## config.mk

```make
export PLATFORM = sky130hd
export DESIGN_NAME = aud_serial_port
export DESIGN_NICKNAME = d
export VERILOG_FILES = /design/src/rtl/aud_sp_pkg.sv /design/src/rtl/aud_sp_sync.sv /design/src/rtl/aud_sp_timer.sv /design/src/rtl/aud_sp_tx.sv /design/src/rtl/aud_sp_rx.sv /design/src/rtl/aud_serial_port.sv
export SDC_FILE = /design/constraint.sdc
export NUM_CORES = 1
export LEC_CHECK = 0
export BUFFER_PORTS_ARGS = -buffer_cell sky130_fd_sc_hd__buf_2
export CAP_MARGIN = 20
export CORE_ASPECT_RATIO = 1.2
export CORE_UTILIZATION = 40
export CTS_CLUSTER_DIAMETER = 120
export DETAILED_ROUTE_END_ITERATION = 10
export HOLD_SLACK_MARGIN = 0.08
export RECOVER_POWER = 50
export SYNTH_ARGS = -nofsm -noshare
export SYNTH_HDL_FRONTEND = slang
export SYNTH_SLANG_ARGS = --single-unit
```

## constraint.sdc

```tcl
create_clock -name clk -period 9.3 [get_ports clk]
set_input_delay 0.93 -clock clk [delete_from_list [all_inputs] [get_ports clk]]
set_output_delay 0.93 -clock clk [all_outputs]
set_load 0.05 [all_outputs]
```

## src/rtl/aud_sp_pkg.sv

```systemverilog
package aud_sp_pkg;

    localparam int SLOT_MAX = 8;
    localparam int CH_W     = 3;
    localparam int BIT_W    = 5;
    localparam int LANE_W   = 32;

    typedef enum logic [2:0] {
        FMT_I2S = 3'd0,
        FMT_LJ  = 3'd1,
        FMT_RJ  = 3'd2,
        FMT_DSP = 3'd3,
        FMT_TDM = 3'd4
    } fmt_e;

    typedef struct packed {
        logic             active;
        logic [CH_W-1:0]  ch;
        logic [BIT_W-1:0] bitn;
    } slot_t;

    typedef struct packed {
        logic bclk;
        logic wclk;
        logic din;
    } pins_t;

    function automatic int wlen_bits(input logic [1:0] code);
        case (code)
            2'b00:   return 16;
            2'b01:   return 20;
            2'b10:   return 24;
            default: return 32;
        endcase
    endfunction

    function automatic logic is_pulse_fmt(input fmt_e fmt);
        return (fmt == FMT_DSP) || (fmt == FMT_TDM);
    endfunction

    // Maps a slot position inside the current (half-)frame to channel and bit.
    function automatic slot_t slot_map(input fmt_e fmt, input logic [1:0] wcode,
                                       input int off, input int slen,
                                       input logic side, input int pos,
                                       input int nch);
        slot_t r;
        int    wl;
        int    start;
        int    cnt;
        int    base;
        int    rel;
        int    idx;
        r     = '0;
        wl    = wlen_bits(wcode);
        start = 0;
        cnt   = 0;
        base  = 0;
        case (fmt)
            FMT_I2S: begin start = 1 + off;   cnt = 1; base = side ? 1 : 0; end
            FMT_LJ:  begin start = off;       cnt = 1; base = side ? 0 : 1; end
            FMT_RJ:  begin start = slen - wl; cnt = 1; base = side ? 0 : 1; end
            FMT_DSP: begin start = 1 + off;   cnt = 2; end
            FMT_TDM: begin start = off;       cnt = (nch > SLOT_MAX) ? SLOT_MAX : nch; end
            default: cnt = 0;
        endcase
        rel = pos - start;
        idx = 0;
        if (rel >= 0 && rel < cnt * wl) begin
            for (int k = 1; k < SLOT_MAX; k++) begin
                if (k < cnt && rel >= k * wl) idx = k;
            end
            r.active = 1'b1;
            r.ch     = CH_W'(base + idx);
            r.bitn   = BIT_W'(wl - 1 - (rel - idx * wl));
        end
        return r;
    endfunction

endpackage

```

## src/rtl/aud_sp_sync.sv

```systemverilog
module aud_sp_sync
    import aud_sp_pkg::*;
(
    input  logic clk,
    input  logic rst,
    input  logic inv,
    input  logic bclk_in,
    input  logic wclk_in,
    input  logic din,
    output logic launch,
    output logic capture,
    output logic wclk_s,
    output logic din_s
);
    pins_t s1_q;
    logic  bclk_d_q;
    logic  rise;
    logic  fall;

    always_ff @(posedge clk) begin
        if (rst) begin
            s1_q     <= '0;
            bclk_d_q <= 1'b0;
        end else begin
            s1_q     <= '{bclk: bclk_in, wclk: wclk_in, din: din};
            bclk_d_q <= s1_q.bclk;
        end
    end

    always_comb begin
        rise    = s1_q.bclk & ~bclk_d_q;
        fall    = ~s1_q.bclk & bclk_d_q;
        launch  = inv ? rise : fall;
        capture = inv ? fall : rise;
        wclk_s  = s1_q.wclk;
        din_s   = s1_q.din;
    end

endmodule

```

## src/rtl/aud_sp_timer.sv

```systemverilog
module aud_sp_timer
    import aud_sp_pkg::*;
#(
    parameter int NUM_CH = 4,
    parameter int POS_W  = 9,
    parameter int OFS_W  = 8
) (
    input  logic             clk,
    input  logic             rst,
    input  logic             launch,
    input  logic             wclk_s,
    input  fmt_e             fmt,
    input  logic [1:0]       wcode,
    input  logic [OFS_W-1:0] offset,
    input  logic [OFS_W-1:0] slot_len,
    output slot_t            nxt_slot,
    output slot_t            cur_slot,
    output logic             frame_start
);
    localparam logic [POS_W-1:0] POS_MAX = '1;

    logic [POS_W-1:0] pos_q;
    logic [POS_W-1:0] pos_n;
    logic             wprev_q;
    logic             synced_q;
    logic             boundary;
    slot_t            map;
    slot_t            cur_q;

    always_comb begin
        if (is_pulse_fmt(fmt)) boundary = wclk_s & ~wprev_q;
        else                   boundary = wclk_s ^ wprev_q;
        frame_start = launch & boundary & ((fmt == FMT_I2S) ? ~wclk_s : wclk_s);
        if (boundary)             pos_n = '0;
        else if (pos_q == POS_MAX) pos_n = pos_q;
        else                      pos_n = pos_q + 1'b1;
        map = slot_map(fmt, wcode, int'(offset), int'(slot_len), wclk_s,
                       int'(pos_n), NUM_CH);
        nxt_slot        = map;
        nxt_slot.active = map.active & (synced_q | frame_start);
    end

    always_ff @(posedge clk) begin
        if (rst) begin
            pos_q    <= POS_MAX;
            wprev_q  <= 1'b0;
            synced_q <= 1'b0;
            cur_q    <= '0;
        end else if (launch) begin
            pos_q   <= pos_n;
            wprev_q <= wclk_s;
            cur_q   <= nxt_slot;
            if (frame_start) synced_q <= 1'b1;
        end
    end

    assign cur_slot = cur_q;


    active_after_sync_chk: assert property (@(posedge clk) disable iff (rst)
        cur_q.active |-> synced_q);

endmodule

```

## src/rtl/aud_sp_tx.sv

```systemverilog
module aud_sp_tx
    import aud_sp_pkg::*;
#(
    parameter int NUM_CH = 4
) (
    input  logic                     clk,
    input  logic                     rst,
    input  logic                     launch,
    input  logic                     frame_start,
    input  slot_t                    nxt_slot,
    input  logic                     hiz,
    input  logic [NUM_CH*LANE_W-1:0] tx_data,
    input  logic                     tx_valid,
    output logic                     tx_ready,
    output logic                     dout,
    output logic                     dout_oe
);
    localparam int FRAME_W = NUM_CH * LANE_W;

    logic [FRAME_W-1:0] pend_q;
    logic               pend_full_q;
    logic [FRAME_W-1:0] cur_q;
    logic [FRAME_W-1:0] src;
    logic [LANE_W-1:0]  lane;
    logic               bit_val;
    logic               dout_q;
    logic               oe_q;

    always_comb begin
        if (frame_start) src = pend_full_q ? pend_q : '0;
        else             src = cur_q;
        lane = '0;
        for (int g = 0; g < NUM_CH; g++) begin
            if (int'(nxt_slot.ch) == g) lane = src[g*LANE_W +: LANE_W];
        end
        bit_val = nxt_slot.active & lane[nxt_slot.bitn];
    end

    always_ff @(posedge clk) begin
        if (rst) begin
            pend_q      <= '0;
            pend_full_q <= 1'b0;
            cur_q       <= '0;
            dout_q      <= 1'b0;
            oe_q        <= 1'b0;
        end else begin
            if (tx_valid && !pend_full_q) begin
                pend_q      <= tx_data;
                pend_full_q <= 1'b1;
            end
            if (launch) begin
                if (frame_start) begin
                    cur_q <= src;
                    if (pend_full_q) pend_full_q <= 1'b0;
                end
                dout_q <= bit_val;
                oe_q   <= nxt_slot.active | ~hiz;
            end
        end
    end

    assign tx_ready = ~pend_full_q;
    assign dout     = dout_q;
    assign dout_oe  = oe_q;


    ready_hold_chk: assert property (@(posedge clk) disable iff (rst)
        (!tx_ready && !(launch && frame_start)) |=> !tx_ready);


    launch_only_chk: assert property (@(posedge clk) disable iff (rst)
        !launch |=> ($stable(dout) && $stable(dout_oe)));

endmodule

```

## src/rtl/aud_sp_rx.sv

```systemverilog
module aud_sp_rx
    import aud_sp_pkg::*;
#(
    parameter int NUM_CH = 4
) (
    input  logic              clk,
    input  logic              rst,
    input  logic              capture,
    input  logic              din_s,
    input  slot_t             cur_slot,
    input  fmt_e              fmt,
    input  logic [1:0]        wcode,
    output logic [LANE_W-1:0] rx_data,
    output logic [CH_W-1:0]   rx_chan,
    output logic              rx_valid
);
    logic [LANE_W-1:0] sh_q;
    logic [LANE_W-1:0] sh_n;
    logic [LANE_W-1:0] data_q;
    logic [CH_W-1:0]   chan_q;
    logic              valid_q;
    logic              first_bit;

    always_comb begin
        first_bit = (int'(cur_slot.bitn) == wlen_bits(wcode) - 1);
        if (first_bit) sh_n = {{(LANE_W-1){1'b0}}, din_s};
        else           sh_n = {sh_q[LANE_W-2:0], din_s};
    end

    always_ff @(posedge clk) begin
        if (rst) begin
            sh_q    <= '0;
            data_q  <= '0;
            chan_q  <= '0;
            valid_q <= 1'b0;
        end else begin
            valid_q <= 1'b0;
            if (capture && cur_slot.active) begin
                sh_q <= sh_n;
                if (cur_slot.bitn == '0) begin
                    data_q  <= sh_n;
                    chan_q  <= cur_slot.ch;
                    valid_q <= 1'b1;
                end
            end
        end
    end

    assign rx_data  = data_q;
    assign rx_chan  = chan_q;
    assign rx_valid = valid_q;


    single_strobe_chk: assert property (@(posedge clk) disable iff (rst)
        rx_valid |=> !rx_valid);


    chan_range_chk: assert property (@(posedge clk) disable iff (rst)
        rx_valid |-> (int'(rx_chan) < ((fmt == FMT_TDM) ? NUM_CH : 2)));


    word_fit_chk: assert property (@(posedge clk) disable iff (rst)
        rx_valid |-> ((rx_data >> wlen_bits(wcode)) == '0));

endmodule

```

## src/rtl/aud_serial_port.sv

```systemverilog
module aud_serial_port
    import aud_sp_pkg::*;
#(
    parameter int NUM_CH = 4,
    parameter int POS_W  = 9,
    parameter int OFS_W  = 8
) (
    input  logic                     clk,
    input  logic                     rst,
    input  logic                     bclk_in,
    input  logic                     wclk_in,
    input  logic                     din,
    input  logic [2:0]               cfg_fmt,
    input  logic [1:0]               cfg_wlen,
    input  logic [OFS_W-1:0]         cfg_offset,
    input  logic [OFS_W-1:0]         cfg_slot_len,
    input  logic                     cfg_bclk_inv,
    input  logic                     cfg_hiz,
    input  logic [NUM_CH*LANE_W-1:0] tx_data,
    input  logic                     tx_valid,
    output logic                     tx_ready,
    output logic [LANE_W-1:0]        rx_data,
    output logic [CH_W-1:0]          rx_chan,
    output logic                     rx_valid,
    output logic                     dout,
    output logic                     dout_oe
);
    fmt_e  fmt;
    logic  launch;
    logic  capture;
    logic  wclk_s;
    logic  din_s;
    logic  frame_start;
    slot_t nxt_slot;
    slot_t cur_slot;

    assign fmt = fmt_e'(cfg_fmt);

    aud_sp_sync u_sync (
        .clk     (clk),
        .rst     (rst),
        .inv     (cfg_bclk_inv),
        .bclk_in (bclk_in),
        .wclk_in (wclk_in),
        .din     (din),
        .launch  (launch),
        .capture (capture),
        .wclk_s  (wclk_s),
        .din_s   (din_s)
    );

    aud_sp_timer #(.NUM_CH(NUM_CH), .POS_W(POS_W), .OFS_W(OFS_W)) u_timer (
        .clk         (clk),
        .rst         (rst),
        .launch      (launch),
        .wclk_s      (wclk_s),
        .fmt         (fmt),
        .wcode       (cfg_wlen),
        .offset      (cfg_offset),
        .slot_len    (cfg_slot_len),
        .nxt_slot    (nxt_slot),
        .cur_slot    (cur_slot),
        .frame_start (frame_start)
    );

    aud_sp_tx #(.NUM_CH(NUM_CH)) u_tx (
        .clk         (clk),
        .rst         (rst),
        .launch      (launch),
        .frame_start (frame_start),
        .nxt_slot    (nxt_slot),
        .hiz         (cfg_hiz),
        .tx_data     (tx_data),
        .tx_valid    (tx_valid),
        .tx_ready    (tx_ready),
        .dout        (dout),
        .dout_oe     (dout_oe)
    );

    aud_sp_rx #(.NUM_CH(NUM_CH)) u_rx (
        .clk      (clk),
        .rst      (rst),
        .capture  (capture),
        .din_s    (din_s),
        .cur_slot (cur_slot),
        .fmt      (fmt),
        .wcode    (cfg_wlen),
        .rx_data  (rx_data),
        .rx_chan  (rx_chan),
        .rx_valid (rx_valid)
    );


    idle_low_chk: assert property (@(posedge clk) disable iff (rst)
        (cfg_hiz && !dout_oe) |-> !dout);

endmodule

```

==> results by group <==
Status
  • Status: complete, but fails checks
  • Failing checks: max-capacitance violations, max-slew violations

Global route
  • First-pass GRT wire length: around 78 mm
  • GRT Util Overall: a little under a quarter
  • Total grt overflow: 0
  • Vias in the first global route: ~14000
  • Antenna violations before repair: 0
  • Largest net degree at the start of global routing: roughly 170

Timing
  • Slew Viols, Final: approximately 360
  • Slew headroom: -374%
  • Setup-failing EPs final: 0
  • Worst hold slack: between 0.4 and 0.5 ns
  • Tmin final: about 8.3 ns
  • Unrepaired setup endpoints after global routing: no
  • Slew @ Worst Pin: ~7.1 ns
  • Skew final: around 0.013 ns
  • Fin Setup TNS: 0 ns
  • Achievable Freq: about 0.12 GHz
  • Final hold viol count: 0
  • Crit share post-route: roughly nine tenths

Floorplanning
  • Die width: roughly 190 um
  • Die Span Y: roughly 230 um
  • Die area: approximately 43000 um^2
  • Row Count: between 80 and 90
  • Initial Util: 40.7%
  • Top Ports: 196
  • Core area: between 40000 and 50000 um^2

Logic synthesis
  • Yosys reg bits: 350
  • Yosys warnings: 0
  • Post-synth cell types: 79
  • Mapped Area: 16700 um^2
  • Net count after synthesis: ~2400
  • Synthesized area per cell: around 7.7 um^2
  • Top FF cell, synth: dfxtp_1
  • Sequential fraction of the synthesis area: 42.0%
  • Post-synth EDFFs: 0
  • Cells after Synth: 2161
  • Post-synth ARST share: 0%

Clock tree
  • H-tree Lvls: 2
  • Root Driver: clkbuf_16
  • Clk sinks: between 300 and 400
  • # hold bufs at CTS: 0
  • CTS tree: yes
  • Cts bufs inserted: 38
  • Postcts setup bufs: 0
  • Clk pin slew, worst setup/hold paths: roughly 0.06 ns
  • Clk buf depth: 3
  • Post-cts sizing count: 0
  • Worst skew pair latency: 0.54 ns

Layout
  • Final #Nets: around 2500
  • Design area: around 19000 um^2
  • Most common cell after layout, fill and taps aside: nand2_1
  • Area grow syn2layout: 15.6%
  • Fin util: 47.1%
  • Number of diodes: 0
  • Share of cells above drive strength 1: between 10 and 15%
  • Commonest cells after routing, fill and taps aside: 391 x nand2_1, 382 x a21oi_1, 349 x dfxtp_1

Route
  • Initial detailed-routing violation count: approximately 1000
  • Post-route DRC: 0
  • Via count: about 15000
  • DRT Pass-1 Iters: 5
  • Vias per cell: around 5.4
  • WL per Instance: around 17 um
  • Post-route ant nets: 0
  • Final WL: between 40 and 50 mm

Setup path
  • Startpoint Class: input pin
  • Worst r2r src: u_timer.pos_q[0]
  • CP max-delay cell: fa_1
  • CP max stage delay: around 0.47 ns
  • Worst setup path category: input pin to flop
  • Crit Path Max Fanout: 5
  • Worst Reg-to-Reg Cells: 33
  • CP Data Arrival Time: approximately 8.7 ns
  • Most used cell, CP: ha_1
  • Crit end category: flop
  • Req. time, crit path: between 9 and 10 ns
  • CP startpoint: cfg_wlen[1]

Placed design
  • GP Congestion: around 0.89
  • DP HPWL: 34.1 mm
  • Port buffer count: between 150 and 200
  • Cell area after placement: 18000 um^2

Power and ir drop
  • Max VDD drop: 0.211 mV
  • Combinational power share: approximately 28%
  • Clock share of power: roughly a third
  • Power Density: 224 nW/um^2
  • Pint: just under 3000 uW
  • Switch Pwr: approximately 1400 uW
  • Sw frac: 32.4%
  • Sequential share of power: a little over a third
  • Total design power: approximately 4300 uW
  • Pleak: around 0.0079 uW

Job
  • Max-cap violations: 3

Hold path
  • Hold WC Path Type: flop to flop
  • Worst Hold Launch: u_tx.pend_q[86]
  • Hold-critical path depth: 2
-- power by group through the flow --
stage	Clock [uW]	Sequential [uW]	Combinational, uW
final	1520	1570	1230
after floorplan	0	1590	863
after CTS	1560	1570	1230
after detailed placement	0	1600	1220
after global routing	1620	1570	1360
after global placement	0	1600	1210
-- area by class of cell --
cell class	count	area (um^2)
timing repair buffer	240	1280
multi-input combinational	1603	8880
inverter	43	161
sequential	350	7010
fill	4237	21700
tap	539	674
clock buffer	59	1140
clock inverter	8	118
-- cell families after synthesis --
| kind of cell | count (synthesis) | synth area share, % |
|---|---|---|
| AOI/OAI and AO/OA | 571 | 19.7 |
| and+or+nand+nor | 909 | 24.7 |
| muxes | 18 | 1.24 |
| xor gates and xnor gates | 33 | 1.73 |
| buffers and inverters | 208 | 4.87 |
| adders and majority gates | 72 | 5.72 |
| DFF | 350 | 42.0 |
-- state kept, by name, summed over array words and instances (netlist names) --
register and flops:
u_sync.din_s 1, u_timer.synced_q 1, u_rx.rx_valid 1, u_tx.cur_q 128, u_tx.dout_oe 1, u_sync.s1_q 1
u_sync.bclk_d_q 1, u_sync.wclk_s 1, u_rx.sh_q 31, u_timer.cur_slot 9, u_tx.pend_full_q 1, u_tx.dout 1
u_rx.rx_chan 3, u_timer.pos_q 9, u_timer.wprev_q 1, u_rx.rx_data 32, u_tx.pend_q 128
-- worst max-delay path, delay by kind of cell --
kind | cells | cell delay [ns]
adder cells (fa/ha/maj) | 10 | 3.06
AO/OA/AOI/OAI | 11 | 1.85
AND/OR/NAND/NOR | 7 | 1.56
XOR/XNOR | 7 | 1.10
buffers and inverters | 2 | 0.20
-- routing by layer --
metal | vias to the layer above | routed length (um) | GRT usage, %
li1 | 7677 | - | -
met1 | 7186 | 22400 | 30.1
met2 | 376 | 23000 | 37.8
met3 | 81 | 2020 | 2.67
met4 | 0 | 1570 | 8.04
met5 | - | 0 | 0
-- worst paths after layout --
check / end / slack (ns)
min reg2reg: u_tx.pend_q[86] / 0.45
min: u_tx.pend_q[86] / 0.45
max: u_tx.dout / 1.02
max reg2reg: u_tx.dout / 1.55
-- metrics by stage --
step / instances / setup WS [ns]
5_1_grt: 2842 / 0.433
2_1_floorplan: 2161 / 1.13
6_report: 2842 / 1.02
3_5_place_dp: 2774 / 0.440
4_1_cts: 2841 / 0.988
3_3_place_gp: 2774 / 0.665
-- Yosys cell counts, drive strengths merged (7+ instances only) --
master,number,area (um^2)
nand3,106,536
clkbuf,135,507
o22ai,17,106
o21bai,7,52.6
o211ai,13,111
nand2,392,1470
inv,43,161
nor3,23,115
a211oi,12,90.1
nand4,8,50.1
ha,65,813
xnor2,15,131
nand2b,12,75.1
buf,30,144
dfxtp,350,7010
and3,109,682
fa,7,140
mux2i,15,150
nor2,201,762
a31oi,12,75.1
a21oi,383,1920
and2,11,68.8
o21ai,54,270
xor2,18,158
nor2b,20,125
(Power assumes the default switching activity.)
